==> src/rtl/fwd_pkg.sv <==
package fwd_pkg;
  localparam logic [1:0] SEL_RF   = 2'b00;
  localparam logic [1:0] SEL_OUT0 = 2'b01;
  localparam logic [1:0] SEL_OUT1 = 2'b10;
  localparam logic [1:0] SEL_ALT  = 2'b11;

  typedef struct packed {
    logic [1:0] aSel;
    logic [1:0] bSel;
    logic [1:0] sSel;
    logic [1:0] zSel;
    logic       aLink;
  } fwdStrobes_t;
endpackage

==> src/rtl/fwd_match.sv <==
module fwd_match
  import fwd_pkg::*;
#(
  parameter int REG_AW   = 5,
  parameter bit USE_LIVE = 1'b0
) (
  input  logic [REG_AW-1:0] src,
  input  logic              srcValid,
  input  logic [REG_AW-1:0] liveDest,
  input  logic              liveWrites,
  input  logic              liveIsLoad,
  input  logic [REG_AW-1:0] out0Dest,
  input  logic              out0Writes,
  input  logic              out0IsLoad,
  input  logic [REG_AW-1:0] out1Dest,
  input  logic              out1Writes,
  output logic [1:0]        sel
);
  localparam logic [REG_AW-1:0] ZERO_REG = '0;

  logic srcLive;
  logic liveHit;
  logic out0Hit;
  logic out1Hit;

  assign srcLive = srcValid && (src != ZERO_REG);
  assign liveHit = USE_LIVE && srcLive && liveWrites && (liveDest == src);
  assign out0Hit = srcLive && out0Writes && (out0Dest == src);
  assign out1Hit = srcLive && out1Writes && (out1Dest == src);

  always_comb begin
    if (liveHit) begin
      sel = liveIsLoad ? SEL_RF : SEL_ALT;
    end else if (out0Hit) begin
      sel = out0IsLoad ? SEL_RF : SEL_OUT0;
    end else if (out1Hit) begin
      sel = SEL_OUT1;
    end else begin
      sel = SEL_RF;
    end
  end
endmodule

==> src/rtl/fwd_ctrl.sv <==
module fwd_ctrl
  import fwd_pkg::*;
#(
  parameter int REG_AW = 5
) (
  input  logic [REG_AW-1:0] exSrc1,
  input  logic [REG_AW-1:0] exSrc2,
  input  logic              exUseImm,
  input  logic              exIsLink,
  input  logic [REG_AW-1:0] idZeroSrc,
  input  logic [REG_AW-1:0] liveDest,
  input  logic              liveWrites,
  input  logic              liveIsLoad,
  input  logic [REG_AW-1:0] out0Dest,
  input  logic              out0Writes,
  input  logic              out0IsLoad,
  input  logic [REG_AW-1:0] out1Dest,
  input  logic              out1Writes,
  output fwdStrobes_t       strobes
);
  localparam int N_PATH = 4;
  localparam int P_A = 0;
  localparam int P_B = 1;
  localparam int P_S = 2;
  localparam int P_Z = 3;

  logic [REG_AW-1:0] pathSrc   [N_PATH];
  logic              pathValid [N_PATH];
  logic [1:0]        pathSel   [N_PATH];

  assign pathSrc[P_A]   = exSrc1;
  assign pathValid[P_A] = !exIsLink;
  assign pathSrc[P_B]   = exSrc2;
  assign pathValid[P_B] = !exUseImm;
  assign pathSrc[P_S]   = exSrc2;
  assign pathValid[P_S] = 1'b1;
  assign pathSrc[P_Z]   = idZeroSrc;
  assign pathValid[P_Z] = 1'b1;

  for (genvar p = 0; p < N_PATH; p++) begin : g_path
    fwd_match #(
      .REG_AW  (REG_AW),
      .USE_LIVE(p == P_Z)
    ) match_i (
      .src       (pathSrc[p]),
      .srcValid  (pathValid[p]),
      .liveDest  (liveDest),
      .liveWrites(liveWrites),
      .liveIsLoad(liveIsLoad),
      .out0Dest  (out0Dest),
      .out0Writes(out0Writes),
      .out0IsLoad(out0IsLoad),
      .out1Dest  (out1Dest),
      .out1Writes(out1Writes),
      .sel       (pathSel[p])
    );
  end

  always_comb begin
    strobes.aSel  = pathSel[P_A];
    strobes.bSel  = exUseImm ? SEL_ALT : pathSel[P_B];
    strobes.sSel  = pathSel[P_S];
    strobes.zSel  = pathSel[P_Z];
    strobes.aLink = exIsLink;
  end
endmodule

==> src/rtl/fwd_datapath.sv <==
module fwd_datapath
  import fwd_pkg::*;
#(
  parameter int DATA_W = 32
) (
  input  fwdStrobes_t       strobes,
  input  logic [DATA_W-1:0] exRf1,
  input  logic [DATA_W-1:0] exRf2,
  input  logic [DATA_W-1:0] exImm,
  input  logic [DATA_W-1:0] exPcPlus4,
  input  logic [DATA_W-1:0] idZeroRf,
  input  logic [DATA_W-1:0] liveAlu,
  input  logic [DATA_W-1:0] out0Data,
  input  logic [DATA_W-1:0] out1Data,
  output logic [DATA_W-1:0] aluA,
  output logic [DATA_W-1:0] aluB,
  output logic [DATA_W-1:0] storeData,
  output logic [DATA_W-1:0] zeroOperand
);
  logic [DATA_W-1:0] baseA;

  assign baseA = strobes.aLink ? exPcPlus4 : exRf1;

  always_comb begin
    unique case (strobes.aSel)
      SEL_OUT0: aluA = out0Data;
      SEL_OUT1: aluA = out1Data;
      default:  aluA = baseA;
    endcase
    unique case (strobes.bSel)
      SEL_OUT0: aluB = out0Data;
      SEL_OUT1: aluB = out1Data;
      SEL_ALT:  aluB = exImm;
      default:  aluB = exRf2;
    endcase
    unique case (strobes.sSel)
      SEL_OUT0: storeData = out0Data;
      SEL_OUT1: storeData = out1Data;
      default:  storeData = exRf2;
    endcase
    unique case (strobes.zSel)
      SEL_OUT0: zeroOperand = out0Data;
      SEL_OUT1: zeroOperand = out1Data;
      SEL_ALT:  zeroOperand = liveAlu;
      default:  zeroOperand = idZeroRf;
    endcase
  end
endmodule

==> src/rtl/operand_bypass_unit.sv <==
module operand_bypass_unit
  import fwd_pkg::*;
#(
  parameter int DATA_W = 32,
  parameter int REG_AW = 5
) (
  input  logic [REG_AW-1:0] exSrc1,
  input  logic [REG_AW-1:0] exSrc2,
  input  logic              exUseImm,
  input  logic              exIsLink,
  input  logic [DATA_W-1:0] exRf1,
  input  logic [DATA_W-1:0] exRf2,
  input  logic [DATA_W-1:0] exImm,
  input  logic [DATA_W-1:0] exPcPlus4,
  input  logic [REG_AW-1:0] idZeroSrc,
  input  logic [DATA_W-1:0] idZeroRf,
  input  logic [REG_AW-1:0] liveDest,
  input  logic              liveWrites,
  input  logic              liveIsLoad,
  input  logic [DATA_W-1:0] liveAlu,
  input  logic [REG_AW-1:0] out0Dest,
  input  logic              out0Writes,
  input  logic              out0IsLoad,
  input  logic [DATA_W-1:0] out0Data,
  input  logic [REG_AW-1:0] out1Dest,
  input  logic              out1Writes,
  input  logic [DATA_W-1:0] out1Data,
  output logic [1:0]        aluASel,
  output logic [DATA_W-1:0] aluA,
  output logic [1:0]        aluBSel,
  output logic [DATA_W-1:0] aluB,
  output logic [1:0]        storeSel,
  output logic [DATA_W-1:0] storeData,
  output logic [1:0]        zeroSel,
  output logic [DATA_W-1:0] zeroOperand
);
  fwdStrobes_t strobes;

  fwd_ctrl #(.REG_AW(REG_AW)) ctrl_i (
    .exSrc1    (exSrc1),
    .exSrc2    (exSrc2),
    .exUseImm  (exUseImm),
    .exIsLink  (exIsLink),
    .idZeroSrc (idZeroSrc),
    .liveDest  (liveDest),
    .liveWrites(liveWrites),
    .liveIsLoad(liveIsLoad),
    .out0Dest  (out0Dest),
    .out0Writes(out0Writes),
    .out0IsLoad(out0IsLoad),
    .out1Dest  (out1Dest),
    .out1Writes(out1Writes),
    .strobes   (strobes)
  );

  fwd_datapath #(.DATA_W(DATA_W)) dp_i (
    .strobes    (strobes),
    .exRf1      (exRf1),
    .exRf2      (exRf2),
    .exImm      (exImm),
    .exPcPlus4  (exPcPlus4),
    .idZeroRf   (idZeroRf),
    .liveAlu    (liveAlu),
    .out0Data   (out0Data),
    .out1Data   (out1Data),
    .aluA       (aluA),
    .aluB       (aluB),
    .storeData  (storeData),
    .zeroOperand(zeroOperand)
  );

  assign aluASel  = strobes.aSel;
  assign aluBSel  = strobes.bSel;
  assign storeSel = strobes.sSel;
  assign zeroSel  = strobes.zSel;
endmodule

==> config.mk <==
export PLATFORM = sky130hd
export DESIGN_NAME = operand_bypass_unit
export DESIGN_NICKNAME = d
export VERILOG_FILES = /design/src/rtl/fwd_pkg.sv /design/src/rtl/fwd_match.sv /design/src/rtl/fwd_ctrl.sv /design/src/rtl/fwd_datapath.sv /design/src/rtl/operand_bypass_unit.sv
export SDC_FILE = /design/constraint.sdc
export NUM_CORES = 1
export LEC_CHECK = 0
export BUFFER_PORTS_ARGS = -buffer_cell sky130_fd_sc_hd__buf_4
export CORE_AREA = 2 2 166 168
export DETAILED_ROUTE_END_ITERATION = 8
export DIE_AREA = 0 0 168 170
export PLACE_DENSITY = 0.51
export SLEW_MARGIN = 40
export SYNTH_ARGS = -nofsm -noshare
export SYNTH_HDL_FRONTEND = slang
export SYNTH_HIERARCHICAL = 1
export SYNTH_SLANG_ARGS = --single-unit
==> constraint.sdc <==
create_clock -name vclk -period 4.6
set_input_delay 0.23 -clock vclk [all_inputs]
set_output_delay 0.23 -clock vclk [all_outputs]
set_load 0.01 [all_outputs]
## Yosys cells after proc, flatten, opt, wreduce, memory -nomap -nowiden

Cells that the tools add are included.

- Input port bits: 293
- Output and inout bits: 136
- Word-level logic and storage cells: 59
- Flip-flop bits (word level): 0

- Reductions and logical operators: 25
- Muxes and demuxes: 17
- Equality and inequality tests: 17

Operator list:

| cell | count |
|---|---|
| $pmux W32 S3 | 2 |
| $pmux W32 S2 | 2 |
| $eq A5 B5 Y1 | 7 |
| $mux W32 | 1 |
| $mux W2 | 11 |
| $logic_and A1 B1 Y1 | 20 |
| $reduce_bool A5 Y1 | 3 |
| $eq A2 B2 Y1 const B | 6 |
| $eq A2 B1 Y1 const B | 4 |
| $logic_not A1 Y1 | 2 |
| $mux W1 | 1 |

## Logic depth before layout (Yosys ltp)

Gate-level depths: netlist (run 1).

- Depth after elaboration: 9
- Gate-level depth with buffers: 9

## Cells and area by module

The synthesis (run 1) kept the hierarchy.

By module, submodules not included:

| module | cells an instance | area an instance (um2) | sequential area each (um2) | instances |
|---|---|---|---|---|
| fwd_datapath | 308 | 3105.5 | 0.0 | 1 |
| fwd_match at ctrl_i.g_path[0].match_i ... | 19 | 140.1 | 0.0 | 3 |
| fwd_match at ctrl_i.g_path[3].match_i | 29 | 227.7 | 0.0 | 1 |
| fwd_ctrl | 6 | 31.3 | 0.0 | 1 |

## Worst setup path after synthesis (run 1)

OpenSTA, ideal clock, no wires.

- Kind: input -> output
- Start: in idZeroSrc[2]
- End: out zeroOperand[10]
- Slack: 2123 ps
- Cell stages on the path: 7
- Data arrival time: 2247 ps
- Required time: 4370 ps
- Path through: xor2_1 -> nor4_2 -> nand3_1 -> o41ai_1 -> buf_6 -> buf_12 -> mux4_2

- Elaborated cells on any way between the ends: 17

RTL lines:

| item | RTL line | RTL |
|---|---|---|
| start: declaration | operand_bypass_unit.sv:15 | `input logic [REG_AW-1:0] idZeroSrc,` |
| $reduce_bool A5 Y1 | fwd_match.sv:26 | `assign srcLive = srcValid && (src != ZERO_REG);` |
| $logic_and A1 B1 Y1 (2 in a row) | fwd_match.sv:28 | `assign out0Hit = srcLive && out0Writes && (out0Dest == src);` |
| $mux W2 | fwd_match.sv:34 | `end else if (out0Hit) begin` |
| $mux W2 * | fwd_match.sv:32 | `if (liveHit) begin` |
| named net zeroSel[0] | operand_bypass_unit.sv:34 | `output logic [1:0] zeroSel,` |
| $eq A2 B2 Y1 or $eq A2 B1 Y1 (tied branches) | fwd_datapath.sv:41 | `unique case (strobes.zSel)` |
| $pmux W32 S3 * | fwd_datapath.sv:41 |  |
| end: declaration | operand_bypass_unit.sv:35 | `output logic [DATA_W-1:0] zeroOperand` |

The timed path passes the listed nets; every way through them passes the cells marked *.

==> results of run 1 <==
-- synthesized netlist by cell type, drive strengths merged --
master,number
mux2i,32
nor3,3
o21ai,36
a221oi,32
and3,1
or4,5
ha,4
a21oi,32
nand2,36
a22oi,32
nand3,5
o41ai,1
mux4,64
xnor2,25
xor2,20
nand4,4
nor2,4
o31ai,1
inv,6
conb,1
or2,2
clkbuf,20
nor4,8
o21bai,1
buf,25
-- power groups by stage --
stage	registers, mW	clock network [mW]	logic, mW
after global routing	0	0	0.727
after floorplan	0	0	0.259
after global placement	0	0	0.681
after CTS	0	0	0.686
after detailed placement	0	0	0.684
final	0	0	0.682
-- stage by stage --
| stage | total power [mW] | std cells |
|---|---|---|
| after global routing | 0.727 | 1132 |
| after detailed placement | 0.684 | 1132 |
| final | 0.682 | 1132 |
| after floorplan | 0.259 | 401 |
| after CTS | 0.686 | 1132 |
| after global placement | 0.681 | 1132 |
-- kinds of logic (layout without fill, tap and decap cells) --
logic type,Yosys count,count (layout)
AO/OA/AOI/OAI,135,135
other,1,2
AND/OR/NAND/NOR,68,68
XOR/XNOR,45,45
adder cells (fa/ha/maj),4,4
multiplexers,96,96
buffers and inverters,51,441
-- area by class of cell --
| cell class | count | share of cell area |
|---|---|---|
| multi-input cells | 350 | 0.487 |
| repair buffers | 435 | 0.451 |
| well taps | 341 | 0.0589 |
| inverters | 6 | 0.00311 |
-- worst paths after layout --
kind	end	slack, ps	depth (start not counted)
setup / recovery	aluA[13]	1320	10
hold / removal	storeData[13]	760	4
-- critical path, cell delays in order --
cell                       delay [ps]
sky130_fd_sc_hd__buf_4            320
sky130_fd_sc_hd__inv_1            140
sky130_fd_sc_hd__o21ai_2           70
sky130_fd_sc_hd__nor4_1           640
sky130_fd_sc_hd__inv_1            180
sky130_fd_sc_hd__ha_4             620
sky130_fd_sc_hd__buf_4            380
sky130_fd_sc_hd__a221oi_1          90
sky130_fd_sc_hd__a21oi_1          180
sky130_fd_sc_hd__buf_4            150
-- layer usage --
layer	up-vias	GRT usage	part of all wire
met3	27	0.0258	0.072
met5	-	0	0
met2	293	0.289	0.51
met1	2667	0.188	0.40
li1	2442	-	-
met4	0	0.0310	0.021
==> impl_summary.log, run 1 <==
INFO  metric grt_first_pass_wirelength = 34400 µm
INFO  metric register_area = 0 µm²
INFO  metric die_y = 170 µm
INFO  metric worst_hold_path_type = in2out
INFO  metric required = 4370 ps
INFO  metric cts_resized = 0
INFO  metric grt_max_degree = 65
INFO  metric die_width = 168 µm
INFO  metric layout.filler_cells = 2951
INFO  metric multi_input_area = 0.00353 mm²
INFO  metric utilization = 0.272
INFO  metric final.setup.tns = 0 ps
INFO  metric part_of_the_yosys_area_used_for_sequential_elements = 0
INFO  metric pre_cts_ws = 1020 ps
INFO  metric final.min_clock_period = 3280 ps
INFO  metric drt_wl_total = 24100 µm
INFO  metric commonest_non_fill_non_tap_cell_in_the_layout = sky130_fd_sc_hd__buf_4
INFO  metric place_hpwl = 19400 µm
INFO  metric flow.area_growth_from_synthesis = 91.5%
INFO  metric number_of_buffers_inserted_by_post_cts_setup_repair = 0
INFO  metric synth_xor_area_frac = 0.104
INFO  metric synth.area.top_cells = sky130_fd_sc_hd__mux4_2 36%, sky130_fd_sc_hd__mux2i_1 8.5%, sky130_fd_sc_hd__a221oi_1 7.4%
INFO  metric seq_cells = 0
INFO  metric io_pins = 429
INFO  metric power.net_switching = 0.287 mW
INFO  metric num_antenna_cells = 0
INFO  metric setup_viols_final = 0
INFO  metric ant_nets = 0
INFO  metric report.final.hold_viol_count = 0
INFO  metric proportion_of_netlist_area_held_by_the_largest_area_contributor = 0.357
INFO  metric final_cell_mix = 435 x sky130_fd_sc_hd__buf_4, 60 x sky130_fd_sc_hd__mux4_2, 36 x sky130_fd_sc_hd__nand2_1
INFO  metric first_iter_violations = 262
INFO  metric synth_compound_gate_area_share = 0.238
INFO  metric first_drt_pass_iteration_count = 4
INFO  metric setup.worst_path.start_class = input port
INFO  metric p_leak = 3.23 nW
INFO  metric yosys.area.top_type = sky130_fd_sc_hd__mux4_2
INFO  metric drc_violation_count_after_routing = 0
INFO  metric synth_cell_area = 0.00378 mm²
INFO  metric port_buffers = 429
INFO  metric end_kind = output pin
INFO  metric launching_element_of_the_worst_setup_path = exIsLink
INFO  metric grt_antenna_before_repair = 0
INFO  metric gpl.final_weighted_congestion = 0.814
INFO  metric post_drt_via_cell_ratio = 4.80
INFO  metric number_of_violations_of_the_max_capacitance_limit = 0
INFO  metric yosysWarningCount = 6
INFO  metric post_synth.cell_area_avg = 9.46 µm²
INFO  metric floorplan.rows = 60
INFO  metric post_synth_fa_ha_maj_area_fraction = 0.0132
INFO  metric hold_ws = 762 ps
INFO  metric post_synth_inst_count = 400
INFO  metric hold_start = exRf2[13]
INFO  metric grt_overflow_total = 0
INFO  metric grt.total_usage = 0.155
INFO  metric fraction_of_final_layout_cells_sized_beyond_drive_strength_1 = 0.642
INFO  metric worst_ir_drop_vdd = 43.2 µV
INFO  metric rsz0062_at_grt = false
INFO  metric synth_cell_types = 32
INFO  metric final_area = 0.00725 mm²
INFO  metric grt_pass1_vias = 5546
INFO  metric finalCritPeriodShare = 0.713
INFO  metric initial_core_util = 0.142
INFO  metric power.switching_fraction = 0.421
INFO  metric final-max-slew-violation-count = 0
INFO  metric post_drt_wl_per_cell = 21.3 µm
INFO  metric synth_top_family_by_area = multiplexers
INFO  metric synthMuxAreaShare = 0.469
INFO  metric crit_type = in2out
INFO  metric internal-power = 0.395 mW
INFO  metric worst_pin_slew = 727 ps
INFO  metric powerDensity = 94.1 mW/mm²
INFO  metric standard_cell_core_area = 0.0267 mm²
INFO  metric proportion_of_power_drawn_by_the_clock_network = 0
INFO  metric detailed_place.area = 0.00723 mm²
INFO  metric worst_slew_margin_relative_to_its_limit = 0.511
INFO  metric power.share.sequential = 0
INFO  metric clkbuf_count = 0
INFO  metric num_vias = 5429
INFO  metric nNetsFinal = 1090
INFO  metric share_comb_of_total_power = 1.000
INFO  metric status = complete, no violations
INFO  metric maximum_fanout_along_the_worst_path = 41
INFO  metric worst_slack = 1320 ps
INFO  metric crit_arrival = 3050 ps
INFO  metric floorplan.die_area = 0.0286 mm²
INFO  metric synth_simple_gate_area_frac = 0.0866
INFO  metric achievable-frequency = 305 MHz
INFO  metric holdBufCountCts = 0
Note: power is estimated with default switching activity, not from simulation.
==> run 2, diff against run 1 <==
--- a/config.mk
+++ b/config.mk
@@ -6,9 +6,9 @@
 export NUM_CORES = 1
 export LEC_CHECK = 0
 export BUFFER_PORTS_ARGS = -buffer_cell sky130_fd_sc_hd__buf_4
-export CORE_AREA = 2 2 166 168
+export CORE_AREA = 2 2 168 170
 export DETAILED_ROUTE_END_ITERATION = 8
-export DIE_AREA = 0 0 168 170
+export DIE_AREA = 0 0 170 172
 export PLACE_DENSITY = 0.51
 export SLEW_MARGIN = 40
 export SYNTH_ARGS = -nofsm -noshare
==> constraint.sdc (replaced) <==
create_clock -name vclk -period 3.35
set_input_delay 0.1675 -clock vclk [all_inputs]
set_output_delay 0.1675 -clock vclk [all_outputs]
set_load 0.01 [all_outputs]
==> impl_summary.log, run 2 (same netlist as run 1, synthesis figures left out) <==
INFO  metric status = complete, no violations
INFO  metric grt_pass1_vias = 5374 (-3.1%)
INFO  metric first_iter_violations = 370 (+41%)
INFO  metric holdBufCountCts = 0 (unchanged)
INFO  metric pre_cts_ws = 461 ps (-558 ps)
INFO  metric grt_antenna_before_repair = 0 (unchanged)
INFO  metric crit_arrival = 2680 ps (-370 ps)
INFO  metric die_y = 172 µm (+1.2%)
INFO  metric grt_overflow_total = 0 (unchanged)
INFO  metric end_kind = output pin
INFO  metric cp_common_cell = sky130_fd_sc_hd__buf_4
INFO  metric grt_first_pass_wirelength = 34600 µm (+0.44%)
INFO  metric utilization = 0.269 (-0.00312)
INFO  metric initial_core_util = 0.138 (-0.00427)
INFO  metric proportion_of_power_drawn_by_the_clock_network = 0 (unchanged)
INFO  metric grt.total_usage = 0.156 (+0.000724)
INFO  metric power.net_switching = 0.403 mW (+40%)
INFO  metric maximum_fanout_along_the_worst_path = 13 (-68%)
INFO  metric floorplan.die_area = 0.0292 mm² (+2.4%)
INFO  metric powerDensity = 129 mW/mm² (+37%)
INFO  metric drt_wl_total = 25300 µm (+4.9%)
INFO  metric internal-power = 0.548 mW (+39%)
INFO  metric final.min_clock_period = 2840 ps
INFO  metric drc_violation_count_after_routing = 0 (unchanged)
INFO  metric seq_cells = 0 (unchanged)
INFO  metric fraction_of_final_layout_cells_sized_beyond_drive_strength_1 = 0.650 (+0.00753)
INFO  metric setup.worst_path.start_class = input port
INFO  metric finalCritPeriodShare = 0.849
INFO  metric worst_ir_drop_vdd = 55.8 µV (+29%)
INFO  metric port_buffers = 429 (unchanged)
INFO  metric final_cell_mix = 448 x sky130_fd_sc_hd__buf_4, 60 x sky130_fd_sc_hd__mux4_2, 36 x sky130_fd_sc_hd__nand2_1
INFO  metric number_of_violations_of_the_max_capacitance_limit = 0 (unchanged)
INFO  metric io_pins = 429 (unchanged)
INFO  metric flow.area_growth_from_synthesis = 95.1%
INFO  metric final-max-slew-violation-count = 0 (unchanged)
INFO  metric cts_resized = 0 (unchanged)
INFO  metric ant_nets = 0 (unchanged)
INFO  metric power.share.sequential = 0 (unchanged)
INFO  metric first_drt_pass_iteration_count = 5 (+1)
INFO  metric setup_viols_final = 0 (unchanged)
INFO  metric register_area = 0 µm² (unchanged)
INFO  metric grt_max_degree = 38 (-42%)
INFO  metric worst_pin_slew = 686 ps (-40.9 ps)
INFO  metric cp_cell_sequence = buf_4 -> xor2_1 -> nor4_1 -> nand3_1 -> nor3_1 -> ha_2 -> buf_12 -> a22oi_1 -> o21ai_0 -> buf_4
INFO  metric report.final.hold_viol_count = 0 (unchanged)
INFO  metric final.setup.tns = 0 ps (unchanged)
INFO  metric die_width = 170 µm (+1.2%)
INFO  metric share_comb_of_total_power = 1.000 (about the same)
INFO  metric post_drt_via_cell_ratio = 4.75 (-0.93%)
INFO  metric gpl.final_weighted_congestion = 0.820 (+0.81%)
INFO  metric achievable-frequency = 352 MHz
INFO  metric post_drt_wl_per_cell = 21.9 µm (+2.9%)
INFO  metric required = 3180 ps (-1190 ps)
INFO  metric place_hpwl = 20900 µm (+7.6%)
INFO  metric number_of_buffers_inserted_by_post_cts_setup_repair = 0 (unchanged)
INFO  metric num_antenna_cells = 0 (unchanged)
INFO  metric worst_slack = 507 ps (-815 ps)
INFO  metric num_vias = 5483 (+0.99%)
INFO  metric standard_cell_core_area = 0.0275 mm² (+3.1%)
INFO  metric nNetsFinal = 1107 (+1.6%)
INFO  metric worst_slew_margin_relative_to_its_limit = 0.542 (+0.0318)
INFO  metric power.switching_fraction = 0.424 (+0.00275)
INFO  metric floorplan.rows = 61 (+1.7%)
INFO  metric layout.filler_cells = 2981 (+1.0%)
INFO  metric worst_hold_path_type = in2out
INFO  metric rsz0062_at_grt = false
INFO  metric crit_type = in2out
INFO  metric commonest_non_fill_non_tap_cell_in_the_layout = sky130_fd_sc_hd__buf_4
INFO  metric p_leak = 3.33 nW (+2.9%)
INFO  metric crit_path_max_incr_delay = 550 ps (-90 ps)
INFO  metric clkbuf_count = 0 (unchanged)
INFO  metric timing.critical_path.slowest_stage_cell = sky130_fd_sc_hd__ha_2
==> run 2: cell types whose count changed in the layout (fill, tap and decap cells not counted), sizes merged <==
cell  previous run  this run
buf            435       452
==> run 2: through the flow <==
step	instance area [µm²]	instances	total power, mW	hold WS [ps]
CTS	7390	1154	0.958	636
finish	7390	1154	0.951	633
floorplan	3790	401	0.356	408
global placement	7380	1153	0.955	639
global route	7390	1154	1.01	650
detailed placement	7390	1154	0.955	636
==> run 2: path summary, 6_finish.rpt <==
kind / depth (start not counted) / slack [ps] / end / startpoint
min: 4 / 630 / storeData[17] / exRf2[17]
max: 10 / 510 / storeData[30] / exSrc2[1]
==> run 2: power by group through the flow <==
stage / sequential [mW] / combinational (mW) / clock [mW]
after global placement: 0 / 0.955 / 0
after CTS: 0 / 0.958 / 0
after detailed placement: 0 / 0.955 / 0
after floorplan: 0 / 0.356 / 0
after global routing: 0 / 1.01 / 0
final: 0 / 0.951 / 0
==> run 2: layer usage <==
metal | vias up | global-route usage | wire length (µm)
li1 | 2484 | - | -
met1 | 2642 | 0.198 | 10300
met2 | 324 | 0.280 | 12500
met3 | 33 | 0.0245 | 1980
met4 | 0 | 0.0312 | 555
met5 | - | 0 | 0
==> run 2: area by class of cell <==
class	count	area (µm²)	area share
multi-input cells	350	3490	0.472
repair buffers	452	3440	0.466
inverters	6	22.5	0.00305
well taps	346	433	0.0586
==> run 2: worst max-delay path, delay by kind of cell <==
kind / cells / cell delay [ps]
buf+inv: 3 / 550
fa+ha+maj: 1 / 550
xor+xnor: 1 / 160
simple gates: 3 / 820
compound gates: 2 / 410
